===== src/rtl/pc_pkg.sv =====
package pc_pkg;

    // Register select field decoded by the write port
    localparam int ADDR_W = 2;

    typedef enum logic [ADDR_W-1:0] {
        REG_POL  = 2'd0,
        REG_FLAG = 2'd1,
        REG_EN   = 2'd2,
        REG_NONE = 2'd3
    } reg_sel_e;

    // Clock edges after reset before transition detection is trusted:
    // two synchroniser stages plus the history stage.
    localparam int ARM_STAGES = 3;

endpackage


===== src/rtl/pc_sync.sv =====
module pc_sync #(
    parameter int N = 8
) (
    input  logic         clk,
    input  logic         rst_n,
    input  logic [N-1:0] async_i,
    output logic [N-1:0] sync_o
);

    typedef struct packed {
        logic [N-1:0] meta;
        logic [N-1:0] stab;
    } sync_st_t;

    sync_st_t st_d, st_q;

    always_comb begin
        st_d      = st_q;
        st_d.meta = async_i;
        st_d.stab = st_q.meta;
    end

    always_ff @(posedge clk or negedge rst_n) begin
        if (!rst_n) begin
            st_q <= '0;
        end else begin
            st_q <= st_d;
        end
    end

    assign sync_o = st_q.stab;

endmodule


===== src/rtl/pc_edge.sv =====
module pc_edge #(
    parameter int N   = 8,
    parameter int ARM = pc_pkg::ARM_STAGES
) (
    input  logic         clk,
    input  logic         rst_n,
    input  logic [N-1:0] sync_i,
    input  logic [N-1:0] fall_sel_i,
    input  logic         flag_wr_i,
    input  logic [N-1:0] flag_wdata_i,
    output logic [N-1:0] flags_o
);

    typedef struct packed {
        logic [N-1:0]   hist;
        logic [ARM-1:0] arm;
        logic [N-1:0]   flag;
    } edge_st_t;

    edge_st_t     st_d, st_q;
    logic [N-1:0] hit;
    logic         armed;

    // One detector per pin; each watches a single chosen transition
    for (genvar g = 0; g < N; g++) begin : g_det
        always_comb begin
            if (fall_sel_i[g]) begin
                hit[g] = st_q.hist[g] & ~sync_i[g];
            end else begin
                hit[g] = ~st_q.hist[g] & sync_i[g];
            end
        end
    end

    assign armed = st_q.arm[ARM-1];

    always_comb begin
        logic [N-1:0] base;
        st_d      = st_q;
        st_d.hist = sync_i;
        st_d.arm  = {st_q.arm[ARM-2:0], 1'b1};
        base      = flag_wr_i ? flag_wdata_i : st_q.flag;
        // hardware detection wins over a same-cycle software clear
        st_d.flag = base | (armed ? hit : '0);
    end

    always_ff @(posedge clk or negedge rst_n) begin
        if (!rst_n) begin
            st_q <= '0;
        end else begin
            st_q <= st_d;
        end
    end

    assign flags_o = st_q.flag;

endmodule


===== src/rtl/pc_arb.sv =====
module pc_arb #(
    parameter int N     = 8,
    parameter int IDX_W = $clog2(N)
) (
    input  logic             clk,
    input  logic             rst_n,
    input  logic [N-1:0]     req_i,
    output logic [IDX_W-1:0] idx_o,
    output logic             valid_o
);

    typedef struct packed {
        logic [IDX_W-1:0] idx;
        logic             valid;
    } arb_st_t;

    arb_st_t st_d, st_q;

    always_comb begin
        st_d       = st_q;
        st_d.idx   = '0;
        st_d.valid = 1'b0;
        // scan downwards so the lowest requesting pin is the last to win
        for (int i = N - 1; i >= 0; i--) begin
            if (req_i[i]) begin
                st_d.idx   = IDX_W'(i);
                st_d.valid = 1'b1;
            end
        end
    end

    always_ff @(posedge clk or negedge rst_n) begin
        if (!rst_n) begin
            st_q <= '0;
        end else begin
            st_q <= st_d;
        end
    end

    assign idx_o   = st_q.idx;
    assign valid_o = st_q.valid;

endmodule


===== src/rtl/pinchg_irq_top.sv =====
module pinchg_irq_top #(
    parameter int N     = 8,
    parameter int IDX_W = $clog2(N)
) (
    input  logic                      clk,
    input  logic                      rst_n,
    input  logic [N-1:0]              pin_i,
    input  logic                      wr_en_i,
    input  logic [pc_pkg::ADDR_W-1:0] wr_addr_i,
    input  logic [N-1:0]              wr_data_i,
    input  logic                      gie_i,
    output logic [N-1:0]              flags_o,
    output logic                      irq_o,
    output logic [IDX_W-1:0]          pend_idx_o,
    output logic                      pend_valid_o
);

    import pc_pkg::*;

    typedef struct packed {
        logic [N-1:0] pol;
        logic [N-1:0] en;
    } cfg_st_t;

    cfg_st_t      cfg_d, cfg_q;
    logic [N-1:0] pin_sync;
    logic [N-1:0] pin_en;
    logic [N-1:0] req_vec;
    logic         flag_wr;

    always_comb begin
        cfg_d   = cfg_q;
        flag_wr = 1'b0;
        if (wr_en_i) begin
            unique case (reg_sel_e'(wr_addr_i))
                REG_POL:  cfg_d.pol = wr_data_i;
                REG_FLAG: flag_wr   = 1'b1;
                REG_EN:   cfg_d.en  = wr_data_i;
                REG_NONE: ;
            endcase
        end
    end

    always_ff @(posedge clk or negedge rst_n) begin
        if (!rst_n) begin
            cfg_q <= '0;
        end else begin
            cfg_q <= cfg_d;
        end
    end

    pc_sync #(.N(N)) u_sync (
        .clk     (clk),
        .rst_n   (rst_n),
        .async_i (pin_i),
        .sync_o  (pin_sync)
    );

    pc_edge #(.N(N)) u_edge (
        .clk          (clk),
        .rst_n        (rst_n),
        .sync_i       (pin_sync),
        .fall_sel_i   (cfg_q.pol),
        .flag_wr_i    (flag_wr),
        .flag_wdata_i (wr_data_i),
        .flags_o      (flags_o)
    );

    assign pin_en  = cfg_q.en;
    assign req_vec = flags_o & pin_en;
    assign irq_o   = gie_i & (|req_vec);

    pc_arb #(.N(N), .IDX_W(IDX_W)) u_arb (
        .clk     (clk),
        .rst_n   (rst_n),
        .req_i   (req_vec),
        .idx_o   (pend_idx_o),
        .valid_o (pend_valid_o)
    );

endmodule


===== config.mk =====
export PLATFORM = sky130hd
export DESIGN_NAME = pinchg_irq_top
export DESIGN_NICKNAME = d
export VERILOG_FILES = /design/src/rtl/pc_pkg.sv /design/src/rtl/pc_sync.sv /design/src/rtl/pc_edge.sv /design/src/rtl/pc_arb.sv /design/src/rtl/pinchg_irq_top.sv
export SDC_FILE = /design/constraint.sdc
export NUM_CORES = 1
export LEC_CHECK = 0
export BUFFER_PORTS_ARGS = -buffer_cell sky130_fd_sc_hd__buf_2
export CAP_MARGIN = 40
export CORE_AREA = 2 2 69 71
export DETAILED_ROUTE_END_ITERATION = 6
export DIE_AREA = 0 0 71 73
export PLACE_DENSITY = 0.76
export SLEW_MARGIN = 0
export SYNTH_ARGS = -nofsm -noshare
export SYNTH_HDL_FRONTEND = slang
export SYNTH_SLANG_ARGS = --single-unit

===== constraint.sdc =====
create_clock -name clk -period 3 [get_ports clk]
set_clock_uncertainty 0.1 [all_clocks]
set_input_delay 0.15 -clock clk [delete_from_list [all_inputs] [get_ports clk]]
set_output_delay 0.15 -clock clk [all_outputs]
set_load 0.02 [all_outputs]

==> impl_metrics.tcl <==
set metrics [dict create \
    syn-num-nets 175 \
    avgViaCountPerCell 4.99 \
    crit_fanout 4 \
    holdPathStages 2 \
    layout-drive-gt1-share_pct 30.8 \
    die_h_um 73 \
    vdd_drop_max_mv 0.250 \
    rows 25 \
    cap_violations 0 \
    path_clk_slew_ps 90 \
    wl_per_cell_um 13.4 \
    grt_max_degree 31 \
    slowest_delay_ps 430 \
    root_buffer "clkbuf_8" \
    ys_seq_elements 55 \
    fmax_mhz 568 \
    fin_crit_ps 1760 \
    path_cells "a22oi_1 -> nand4_1 -> and2_1 -> buf_2" \
    hold_class "input port to register" \
    antenna_cells 0 \
    hold_viol 0 \
    postSynthAreaPerCell_um2 13.4 \
    hold_buffers 12 \
    antenna_left 0 \
    seq_area_frac_synth_pct 67.1 \
    ff2ff_path_depth 3 \
    cts_made_buffers 5 \
    post-route-period-util_pct 58.7 \
    die_w_um 71 \
    gp_congestion 0.825 \
    grt_remaining_overflow 0 \
    start_util_pct 45.2 \
    tightest_slew_ps 572 \
    total_leakage_power_nw 1.10 \
    final_cell_mix "55 x dfrtp_1, 34 x buf_2, 16 x mux2_2, 14 x nand2_1, 14 x nor2_1" \
    rsz0062_at_grt "false" \
    drcViolationCount 0 \
    cts_tree "built" \
    clk_latency_ps 310 \
    grt_pass1_vias 1173 \
    setup_viol 0 \
    startpoint_type "register" \
    status "finished, final reports clean" \
    maxSlewHeadroom_pct 61.9 \
    port_buffers 34 \
    slowest_stage "dfrtp_1" \
    design_area_mm2 0.00247 \
    finalWirelength_um 3390 \
    drtIter0Drc 49 \
    hpwl_um 2360 \
    worst_setup_path_end_kind "output pin" \
    drtPass1Iterations 4 \
    clk_path_buf_depth 2 \
    dieArea_mm2 0.00518 \
    h-tree-depth 2 \
    hold_slack_ps 10.7 \
    cp_top_family "flip-flops" \
    cts_setup_buffers 0 \
    mostFrequentLayoutCell "dfrtp_1" \
    pre_cts_ws_ps 1570 \
    n_fill_cell 378 \
    globalRouteTotalUtil_pct 14.5 \
    synth_area_mm2 0.00205 \
    yosysUniqueCellTypes 25 \
    fin_ws_ps 1240 \
    layout.nets 219 \
    crit_cells 4 \
    core-area_mm2 0.00454 \
    cellPowerDensity_mw_per_mm2 675 \
    critical_path_class "register to output pin" \
    area_growth_pct 20.4 \
    syn_inst 153 \
    critPathBufInv 1 \
    post_cts_resized 0 \
    grt_pass1_wl_um 5630 \
    yosysWarnings 0 \
    crit_required_ps 2750 \
    finalSetupTns_ps 0 \
    final_util_pct 54.4 \
    io_pins 35 \
    slew_viol_final 0 \
    critical_path_arrival_ps 1510 \
    grt_antenna_before_repair 0 \
    clkSinkCount 55 \
    place_area_mm2 0.00223 \
    num_vias 1257 \
]
==> worst paths after layout <==
path	to	slack [ps]	start
max in group asynchronous	u_edge.flags_o[3]	1750	rst_n
min in group asynchronous	cfg_q[12]	250	rst_n
max	irq_o	1240	u_edge.flags_o[3]
min	pin_en[7]	10	wr_data_i[7]
max reg2reg	u_arb.idx_o[1]	1850	u_edge.flags_o[4]
min reg2reg	u_sync.sync_o[0]	250	u_sync.st_d[0]
==> cell usage after synthesis (all sizes together) <==
cell type	number	area [um2]
mux2	16	180
a21oi	1	5.00
nand4	1	6.26
conb	1	3.75
a32oi	1	8.76
nand3b	2	18.8
o21ai	1	5.00
and3b	2	17.5
nor3b	2	26.3
a21boi	1	7.51
nand3	3	15.0
o211ai	1	7.51
a22oi	5	37.5
buf	10	68.8
dfrtp	55	1380
nand2b	8	50.1
o22ai	7	43.8
nor2	14	52.6
and2	1	6.26
o2bb2ai	7	61.3
nand2	14	52.6
==> layout make-up <==
type / instances / area (um2) / area share, %
flip-flops and latches: 55 / 1380 / 55.8
multi-input cells: 88 / 606 / 24.5
repair buffers: 47 / 298 / 12.1
clock buffers: 6 / 82.6 / 3.35
well taps: 54 / 67.6 / 2.74
clock inverters: 2 / 38.8 / 1.57
==> power by group <==
part | switching [mW] | internal [mW]
Combinational | 0.138 | 0.123
Sequential | 0.0638 | 0.832
Clock | 0.235 | 0.275
Total | 0.437 | 1.23
==> worst reg2reg max path, cell delays in order, from the launching register on <==
cell and delay [ps]:
dfrtp_1 410, a22oi_1 280, nand2b_1 80, a21boi_0 200
==> registers in the layout, summed over array words and instances (netlist names), 2 cells and up <==
signal and count:
cfg_q 8, pin_en 8, u_edge.flags_o 8, u_edge.st_q 8, u_sync.st_d 8, u_sync.sync_o 8
u_arb.idx_o 3, u_edge.st_d 2
==> routing by layer <==
| metal | share of wire, % | global-route usage (%) | routed length [um] |
|---|---|---|---|
| met4 | 1.0 | 5.03 | 35 |
| met2 | 49 | 22.2 | 1650 |
| met1 | 46 | 19.6 | 1570 |
| met3 | 3.7 | 4.97 | 127 |
| met5 | 0 | 0 | 0 |
==> stage by stage <==
| stage | std cells | total power [mW] |
|---|---|---|
| after floorplan | 153 | 1.09 |
| after global placement | 232 | 1.15 |
| after detailed placement | 232 | 1.16 |
| after CTS | 252 | 1.69 |
| after global routing | 252 | 1.76 |
| final | 252 | 1.67 |
==> logic make-up (layout without fill, tap and decap cells) <==
kind of cell           count (synthesis)  in the layout  synth area share [%]
other                                  1              1                 0.183
AO/OA/AOI/OAI                         24             24                  8.60
multiplexers                          16             16                  8.79
buffers and inverters                 10             55                  3.36
flip-flops                            55             55                  67.1
AND/OR/NAND/NOR                       47             47                  12.0
Power figures use the tool's default switching activity.
